$ cat src/rtl/conv_sched_pkg.sv
package conv_sched_pkg;
  typedef enum logic [1:0] {
    PH_ARMED = 2'd0,
    PH_CONV  = 2'd1,
    PH_IDLE  = 2'd2
  } phase_e;
endpackage

$ cat src/rtl/conv_sched_duration.sv
module conv_sched_duration #(
  parameter int CONV_BASE = 240,
  parameter int PER_BASE1 = 500,
  parameter int PER_BASE2 = 1000,
  parameter int PER_BASE3 = 8000,
  parameter int CNT_W     = 13,
  parameter int CODE_W    = 2
) (
  input  logic [CODE_W-1:0] res_i,
  input  logic [CODE_W-1:0] dly_i,
  output logic [CNT_W-1:0]  conv_len_o,
  output logic [CNT_W-1:0]  per_len_o
);
  localparam logic [CNT_W-1:0] CONV_B = CNT_W'(CONV_BASE);
  localparam logic [CNT_W-1:0] PER_B1 = CNT_W'(PER_BASE1);
  localparam logic [CNT_W-1:0] PER_B2 = CNT_W'(PER_BASE2);
  localparam logic [CNT_W-1:0] PER_B3 = CNT_W'(PER_BASE3);

  logic [CODE_W-1:0] shift;
  logic [CNT_W-1:0]  per_raw;

  // each step below full resolution halves the duration
  assign shift      = ~res_i;
  assign conv_len_o = CONV_B >> shift;

  always_comb begin
    case (dly_i)
      2'd1:    per_raw = PER_B1 >> shift;
      2'd2:    per_raw = PER_B2 >> shift;
      2'd3:    per_raw = PER_B3 >> shift;
      default: per_raw = conv_len_o;
    endcase
  end

  assign per_len_o = (per_raw < conv_len_o) ? conv_len_o : per_raw;
endmodule

$ cat src/rtl/conv_sched_mask.sv
module conv_sched_mask #(
  parameter int MAG_W   = 12,
  parameter int MIN_MAG = 9,
  parameter int CODE_W  = 2
) (
  input  logic [CODE_W-1:0] res_i,
  output logic [MAG_W:0]    mask_o
);
  localparam int SPAN = MAG_W - MIN_MAG;

  logic [CODE_W-1:0] drop;
  assign drop = CODE_W'(SPAN) - res_i;

  for (genvar i = 0; i <= MAG_W; i++) begin : g_bit
    if (i >= SPAN) begin : g_fixed
      assign mask_o[i] = 1'b1;
    end else begin : g_var
      assign mask_o[i] = (CODE_W'(i) >= drop);
    end
  end
endmodule

$ cat src/rtl/conv_sched_seq.sv
module conv_sched_seq
  import conv_sched_pkg::*;
#(
  parameter int CNT_W  = 13,
  parameter int CODE_W = 2
) (
  input  logic              clk,
  input  logic              rst_n,
  input  logic              tick_i,
  input  logic [CODE_W-1:0] cfg_res_i,
  input  logic [CODE_W-1:0] cfg_dly_i,
  input  logic [CNT_W-1:0]  conv_len_i,
  input  logic [CNT_W-1:0]  per_len_i,
  output logic [CODE_W-1:0] res_o,
  output logic [CODE_W-1:0] dly_o,
  output logic              start_o,
  output logic              done_o,
  output logic              busy_o
);
  phase_e            phase_q, phase_d;
  logic [CNT_W-1:0]  cnt_q, cnt_d, cnt_inc;
  logic [CODE_W-1:0] res_q, res_d, dly_q, dly_d;
  logic              start_q, start_d, done_q, done_d;
  logic              hit_conv, hit_per;

  assign cnt_inc  = cnt_q + 1'b1;
  assign hit_conv = (phase_q == PH_CONV) && (cnt_inc == conv_len_i);
  assign hit_per  = (phase_q != PH_ARMED) && (cnt_inc == per_len_i);

  always_comb begin
    phase_d = phase_q;
    cnt_d   = cnt_q;
    res_d   = res_q;
    dly_d   = dly_q;
    start_d = 1'b0;
    done_d  = 1'b0;
    if (tick_i) begin
      done_d = hit_conv;
      if (phase_q == PH_ARMED || hit_per) begin
        phase_d = PH_CONV;
        cnt_d   = '0;
        res_d   = cfg_res_i;
        dly_d   = cfg_dly_i;
        start_d = 1'b1;
      end else begin
        cnt_d = cnt_inc;
        if (hit_conv) phase_d = PH_IDLE;
      end
    end
  end

  always_ff @(posedge clk or negedge rst_n) begin
    if (!rst_n) begin
      phase_q <= PH_ARMED;
      cnt_q   <= '0;
      res_q   <= '1;
      dly_q   <= '0;
      start_q <= 1'b0;
      done_q  <= 1'b0;
    end else begin
      start_q <= start_d;
      done_q  <= done_d;
      if (tick_i) begin
        phase_q <= phase_d;
        cnt_q   <= cnt_d;
        res_q   <= res_d;
        dly_q   <= dly_d;
      end
    end
  end

  assign res_o   = res_q;
  assign dly_o   = dly_q;
  assign start_o = start_q;
  assign done_o  = done_q;
  assign busy_o  = (phase_q == PH_CONV);
endmodule

$ cat src/rtl/conv_sched.sv
module conv_sched #(
  parameter int CONV_BASE = 240,
  parameter int PER_BASE1 = 500,
  parameter int PER_BASE2 = 1000,
  parameter int PER_BASE3 = 8000,
  parameter int MAG_W     = 12,
  parameter int MIN_MAG   = 9
) (
  input  logic             clk,
  input  logic             rst_n,
  input  logic             ms_tick,
  input  logic [1:0]       cfg_res,
  input  logic [1:0]       cfg_dly,
  output logic             conv_start,
  output logic             conv_busy,
  output logic             conv_done,
  output logic [1:0]       act_res,
  output logic [MAG_W:0]   res_mask
);
  localparam int CODE_W = 2;
  localparam int CNT_W  = $clog2(PER_BASE3 + 1);

  logic [CNT_W-1:0]  conv_len, per_len;
  logic [CODE_W-1:0] res_q, dly_q;

  conv_sched_duration #(
    .CONV_BASE(CONV_BASE), .PER_BASE1(PER_BASE1), .PER_BASE2(PER_BASE2),
    .PER_BASE3(PER_BASE3), .CNT_W(CNT_W), .CODE_W(CODE_W)
  ) u_dur (
    .res_i(res_q), .dly_i(dly_q), .conv_len_o(conv_len), .per_len_o(per_len)
  );

  conv_sched_seq #(.CNT_W(CNT_W), .CODE_W(CODE_W)) u_seq (
    .clk(clk), .rst_n(rst_n), .tick_i(ms_tick),
    .cfg_res_i(cfg_res), .cfg_dly_i(cfg_dly),
    .conv_len_i(conv_len), .per_len_i(per_len),
    .res_o(res_q), .dly_o(dly_q),
    .start_o(conv_start), .done_o(conv_done), .busy_o(conv_busy)
  );

  conv_sched_mask #(.MAG_W(MAG_W), .MIN_MAG(MIN_MAG), .CODE_W(CODE_W)) u_mask (
    .res_i(res_q), .mask_o(res_mask)
  );

  assign act_res = res_q;
endmodule

$ cat config.mk
export PLATFORM = sky130hd
export DESIGN_NAME = conv_sched
export DESIGN_NICKNAME = d
export VERILOG_FILES = /design/src/rtl/conv_sched_pkg.sv /design/src/rtl/conv_sched_duration.sv /design/src/rtl/conv_sched_mask.sv /design/src/rtl/conv_sched_seq.sv /design/src/rtl/conv_sched.sv
export SDC_FILE = /design/constraint.sdc
export NUM_CORES = 1
export LEC_CHECK = 0
export BUFFER_PORTS_ARGS = -buffer_cell sky130_fd_sc_hd__buf_4
export CAP_MARGIN = 20
export CORE_MARGIN = 1
export CORE_UTILIZATION = 35
export CTS_BUF_LIST = sky130_fd_sc_hd__clkbuf_8
export CTS_CLUSTER_DIAMETER = 200
export DETAILED_ROUTE_END_ITERATION = 10
export GPL_ROUTABILITY_DRIVEN = 0
export PLACE_DENSITY_LB_ADDON = 0.05
export SYNTH_ARGS = -nofsm -noshare
export SYNTH_HDL_FRONTEND = slang
export SYNTH_SLANG_ARGS = --single-unit
$ cat constraint.sdc
create_clock -name clk -period 3.5 [get_ports clk]
set_input_delay 0.175 -clock clk [delete_from_list [all_inputs] [get_ports clk]]
set_output_delay 0.175 -clock clk [all_outputs]
set_load 0.01 [all_outputs]
==> Yosys cells after proc, flatten, opt, wreduce, memory -nomap -nowiden <==
Index checks and enable logic that the tools add are counted.
{ "op_classes": {"n_addsub": 2, "multipliers": 0, "div_mod_pow": 0, "magnitude_cmp": 4, "n_eq_ne": 6, "n_shift": 4, "mux": 8, "bitwise": 1, "reduce_logical": 8} }
{ "ops": {"columns": ["operator", "count"], "rows": [
  ["$pmux W13 S3", 1],
  ["$eq A13 B13 Y1", 2],
  ["$mux W13", 2],
  ["$add A13 B1 Y13 const B", 1],
  ["$lt A13 B13 Y1", 1],
  ["$shr A10 B2 Y13 const A", 1],
  ["$shr A13 B2 Y13 const A", 1],
  ["$shr A8 B2 Y13 const A", 1],
  ["$shr A9 B2 Y13 const A", 1],
  ["$eq A2 B1 Y1 const B", 2],
  ["$eq A2 B2 Y1 const B", 2],
  ["$ge A1 B2 Y1 const A", 2],
  ["$mux W2", 2],
  ["$reduce_and A2 Y1", 2],
  ["$reduce_bool A2 Y1", 2],
  ["$mux W1", 3],
  ["$ge A2 B2 Y1 const A", 1],
  ["$logic_and A1 B1 Y1", 2],
  ["$logic_not A2 Y1", 1],
  ["$not A2 Y2", 1],
  ["$sub A2 B2 Y2 const A", 1],
  ["$logic_or A1 B1 Y1", 1]
]} }
{ "totals": {"register_bits": 21, "latchBits": 0, "ramBits": 0, "mem_bits_ro": 0, "in_bits": 7, "output_inout_bits": 18, "wordCells": 39, "mem_count": 0} }

==> Depth between registers and ports, before layout <==
{ "logic_depth": {"depth_word": 10, "ltp_mapped": 14, "depth_no_buf": 11} }

==> Hierarchy <==
Synthesis repeated with hierarchy kept, for this count alone.
{ "unflattened": {"cells_unflattened": 297, "area_unflattened_um2": 2393.5} }
{ "by_module_without_submodules": {"columns": ["module", "n_inst", "cells_per_inst", "area_each_um2", "seq_area_each_um2"], "rows": [
  ["conv_sched_seq", 1, 216, 1824.2, 528.0],
  ["conv_sched_duration", 1, 67, 473.0, 0.0],
  ["conv_sched_mask", 1, 14, 96.3, 0.0]
]} }

==> Worst setup path after synthesis <==
OpenSTA, ideal clock, no wires.
{ "synth_timing": {"kind": "register to register", "from": "reg u_seq.res_q[0] (netlist: u_seq.res_o[0])", "to": "reg u_seq.dly_q[0] (netlist: u_seq.dly_o[0])", "arrival_time_ps": 3062, "required_ps": 3375, "setup_slack_ps": 313, "path_stages_with_launch": 14, "path_buffers": 3, "path_cell_list": "dfstp_2 buf_2 buf_6 nor4bb_1 a211o_1 ha_1 o21ai_0 a21oi_1 a211oi_2 a31oi_1 a2111oi_2 a22o_1 buf_6 mux2_4"} }
{ "synth_between": {"elab_chain_cells": 9} }
{ "synth_rtl": {"columns": ["item", "line_no", "source"], "rows": [
  ["start, declared", "conv_sched_seq.sv:22", "logic [CODE_W-1:0] res_q, res_d, dly_q, dly_d;"],
  ["start signal, assigned", "conv_sched_seq.sv:66", "res_q <= res_d;"],
  ["$not A2 Y2 (*)", "conv_sched_duration.sv:23", "assign shift = ~res_i;"],
  ["$shr A8 B2 Y13 (tied with other cells)", "conv_sched_duration.sv:24", "assign conv_len_o = CONV_B >> shift;"],
  ["$pmux W13 S3", "conv_sched_duration.sv:27", "case (dly_i)"],
  ["$lt A13 B13 Y1", "conv_sched_duration.sv:35", "assign per_len_o = (per_raw < conv_len_o) ? conv_len_o : per_raw;"],
  ["$mux W13 (*)", "conv_sched_duration.sv:35", null],
  ["$eq A13 B13 Y1 (*)", "conv_sched_seq.sv:28", "assign hit_per = (phase_q != PH_ARMED) && (cnt_inc == per_len_i);"],
  ["$logic_and A1 B1 Y1 (*)", "conv_sched_seq.sv:28", null],
  ["$logic_or A1 B1 Y1 (*)", "conv_sched_seq.sv:39", "if (phase_q == PH_ARMED || hit_per) begin"],
  ["$reduce_and A2 Y1 (no source line) (*)", null, null],
  ["end signal, assigned", "conv_sched_seq.sv:67", "dly_q <= dly_d;"],
  ["end, declared", "conv_sched_seq.sv:22", null]
]} }
Every way passes the cells marked *; elsewhere a longest branch is shown, timed or not.
A chain may end at the register's enable or synchronous reset.

==> Final worst setup path <==
{ "layout_timing": {"from": "reg u_seq.res_q[0] (netlist: u_seq.res_o[0])", "to": "reg u_seq.cnt_q[8]"} }
{ "layout_between": {"elab_chain_cells": 9} }
{ "layout_rtl": {"columns": ["item", "line_no", "source"], "rows": [
  ["$not A2 Y2 (*)", "conv_sched_duration.sv:23", null],
  ["$shr A8 B2 Y13 (tied with other cells)", "conv_sched_duration.sv:24", null],
  ["$pmux W13 S3", "conv_sched_duration.sv:27", null],
  ["$lt A13 B13 Y1", "conv_sched_duration.sv:35", null],
  ["$mux W13 (*)", "conv_sched_duration.sv:35", null],
  ["$eq A13 B13 Y1 (*)", "conv_sched_seq.sv:28", null],
  ["$logic_and A1 B1 Y1 (*)", "conv_sched_seq.sv:28", null],
  ["$logic_or A1 B1 Y1 (*)", "conv_sched_seq.sv:39", null],
  ["$mux W13 (*)", "conv_sched_seq.sv:39", null],
  ["end signal, assigned", "conv_sched_seq.sv:65", "cnt_q <= cnt_d;"],
  ["end, declared", "conv_sched_seq.sv:21", "logic [CNT_W-1:0] cnt_q, cnt_d, cnt_inc;"]
]} }
Marked as above.

==> impl_metrics.ini <==
[outcome]
status = complete, no violations

[route]
wl_met3_um = 169
antenna_left = 0
wire_per_inst_um = 16.48
maxUsedRoutingLayer = met4
route.met2.wl_um = 2478
via_per_inst = 5.807
dr.pass1.iters = 4
drt-initial-drc-count = 90
route.detailed.drc = 0
totalWireLength_um = 5718
wl_met1_um = 2986
vias = 2015

[logic_synthesis]
synth-xor-area-share = 0.08960
yosysWarnings = 0
synth_top_cell_by_area = dfrtp_1
synth-simple-area-share = 0.2887
synthMuxAreaShare = 0.02655
yosysUniqueCellTypes = 64
synth_compound_area_frac = 0.1941
synth_edf_count = 0
synth_area_um2 = 2262
ys_seq_elements = 21
synth_top_area_share = 0.2102
async_reset_ff_frac = 1.000
netlist_instances = 268
ys.flop_type = dfrtp_1
synth_top_family_by_area = simple AND/OR/NAND/NOR gates
yosys.area_share.adder = 0.03872
yosys-top-cells-area = dfrtp_1 21%, xnor2_1 5.4%, buf_4 4.3%
syn_avg_cell_area_um2 = 8.441
ys_seq_area_frac = 0.2334

[power]
pwr-share-clk = 0.096
p_switching_w = 0.0008587
power.density_nw_per_um2 = 734.9
switching_share = 0.4854
intPower_w = 0.0009104
vdd_drop_max_mv = 0.2931
leakagePower_nw = 0.9839
comb_power_share = 0.642
seqPwrFrac = 0.262

[cells_and_area]
layout_common_cells = 26 x buf_4, 19 x dfrtp_1, 14 x inv_1, 14 x xnor2_1, 13 x nand2_1
drive_above_1_share = 0.1912
num-nets-final = 287
final_common_cell = buf_4
num_antenna_cells = 0
area_growth_pct = 6.416
fin_cells = 347

[floorplan]
initial_core_util = 0.3732
pin_count = 25
die_area_um2 = 6789
coreArea_um2 = 6061
die_h_um = 82.40
rows = 28
die_w_um = 82.40

[timing]
rsz0062_at_grt = no
max_freq_ghz = 0.3056
max_slew_margin = 0.5363
final.setup.tns_ps = 0
skew_ps = 6.799
min_period_ps = 3272
maxSlewViolCount = 0
setup_violations = 0
fin_crit_sh = 0.9349
hold_violations = 0
worst_pin_slew_ps = 693.0

[clocking]
clk_latency_ps = 270
cts_made_buffers = 3
htreeDepth = 1
cts.sink_count = 21
path_clk_slew_ps = 90
cts-root-buf = clkbuf_8
cts_buffer_depth = 2
cts_tree = built

[setup_path]
cp-endpoint = u_seq.cnt_q[8]$_DFFE_PN0P_
critPathMaxStageDelay_ps = 690
crit_type = flop to flop
endpoint_kind = flop
critPathBufInv = 1
path_delay_family = compound AO/OA/AOI/OAI gates
worstPathRequired_ps = 3650
cp_common_cell = a21oi_1
path_depth = 12
start_kind = flop
crit_chain = xor2_1 > a21oi_1 > ha_1 > o2111ai_1 > a21oi_1 > a211oi_2 > a31oi_1 > a2111oi_2 > nand4_2 > buf_4 > a41oi_1 > o21ai_1
startpoint = u_seq.res_o[0]$_DFFE_PN1P_
regToRegEndpoint = u_seq.cnt_q[8]$_DFFE_PN0P_
cp_max_fo = 16
critical_path.slowest_cell = dfstp_2
critPathArrivalTime_ps = 3420
reg2reg_from = u_seq.res_o[0]$_DFFE_PN1P_
r2r_slack_ps = 230
rr_worst_depth = 12

[place]
port_buffers = 14
dp_cells = 342
dp_hpwl_um = 4314

[min_path]
hold_depth = 2
hp-class = primary input to flop

[global_routing]
grt_max_degree = 30
grt_pass1_wl_um = 9660
antenna_found_initial = 0
grt_pass1_vias = 1852
grt-ovfl-total = 0
grt_usage = 0.1897

[job]
maxCapViolations = 0
metrics by stage:
step	cell area (µm²)	utilization	hold slack, ps	setup WS [ps]	power, W
after detailed placement	2350	0.3877	84.47	166.3	0.001597
after global placement	2350	0.3877	82.57	179.7	0.001613
after CTS	2406	0.3970	125.1	154.7	0.001772
after global routing	2407	0.3972	122.7	15.40	0.001936
after floorplan	2296	-	-120.6	313.1	0.001348
final	2407	0.3972	128.6	227.9	0.001769
power by group through the flow:
stage,sequential (W),combinational (W),clock (W)
floorplan,0.000364,0.000984,0
global placement,0.000463,0.00115,0
detailed placement,0.000464,0.00113,0
CTS,0.000459,0.00114,0.000174
global route,0.000482,0.00127,0.000186
finish,0.000463,0.00114,0.000169
logic make-up (layout without fill, tap and decap cells):
| group | count (synthesis) | count (layout) |
|---|---|---|
| AO/OA/AOI/OAI | 62 | 62 |
| XOR/XNOR | 20 | 20 |
| adder cells (fa/ha/maj) | 7 | 7 |
| buffers and inverters | 50 | 45 |
| flip-flops | 21 | 21 |
| multiplexers | 4 | 4 |
| other | 1 | 10 |
| AND/OR/NAND/NOR | 103 | 103 |
registers in the layout, summed over array words and instances (netlist names):
| name | count |
|---|---|
| u_seq.start_o | 1 |
| u_seq.phase_q | 2 |
| u_seq.done_o | 1 |
| u_seq.res_o | 2 |
| u_seq.dly_o | 2 |
| u_seq.cnt_q | 13 |
timing repair:
| action | in CTS | in global routing |
|---|---|---|
| endpoints found under the setup margin | 0 | 4 |
| resized for setup | 0 | 1 |
| hold endpoints to repair | 19 | 0 |
| hold buffers | 1 | 0 |
| setup buffers | 0 | 0 |
cell type report:
cell class / instances / area (µm²)
multi-input cells: 206 / 1481
flip-flops and latches: 21 / 528.0
well taps: 75 / 93.84
fillers: 630 / 3654
clock inverters: 1 / 5.005
clock buffers: 3 / 41.29
repair buffers: 27 / 205.2
inverters: 14 / 52.55
per-layer routing:
| layer | vias to the layer above | GRT usage |
|---|---|---|
| li1 | 993 | - |
| met1 | 967 | 0.2736 |
| met2 | 48 | 0.2926 |
| met3 | 7 | 0.02088 |
| met4 | 0 | 0.06140 |
| met5 | - | 0 |
cells in the mapped netlist (5+ instances only):
master,number
nand2_1,13
o21ai_1,12
clkbuf_1,7
xnor2_1,14
nor2_1,10
buf_6,5
dfrtp_1,19
nand4_1,10
a21oi_1,6
buf_2,9
buf_4,13
inv_1,14
ha_1,7
o21ai_0,8
nand3_1,12
nor3_1,10
and4_1,5
worst min-delay path by stage:
stage                          start                      endpoint  slack (ps)
after floorplan                rst_n    u_seq.cnt_q[0]$_DFFE_PN0P_        -120
after global placement         rst_n  u_seq.phase_q[0]$_DFFE_PN0P_          80
after detailed placement       rst_n  u_seq.phase_q[0]$_DFFE_PN0P_          80
after CTS                 cfg_dly[0]    u_seq.dly_o[0]$_DFFE_PN0P_         130
after global routing      cfg_res[1]    u_seq.res_o[1]$_DFFE_PN1P_         120
final                     cfg_dly[0]    u_seq.dly_o[0]$_DFFE_PN0P_         130
(Power assumes the default switching activity.)
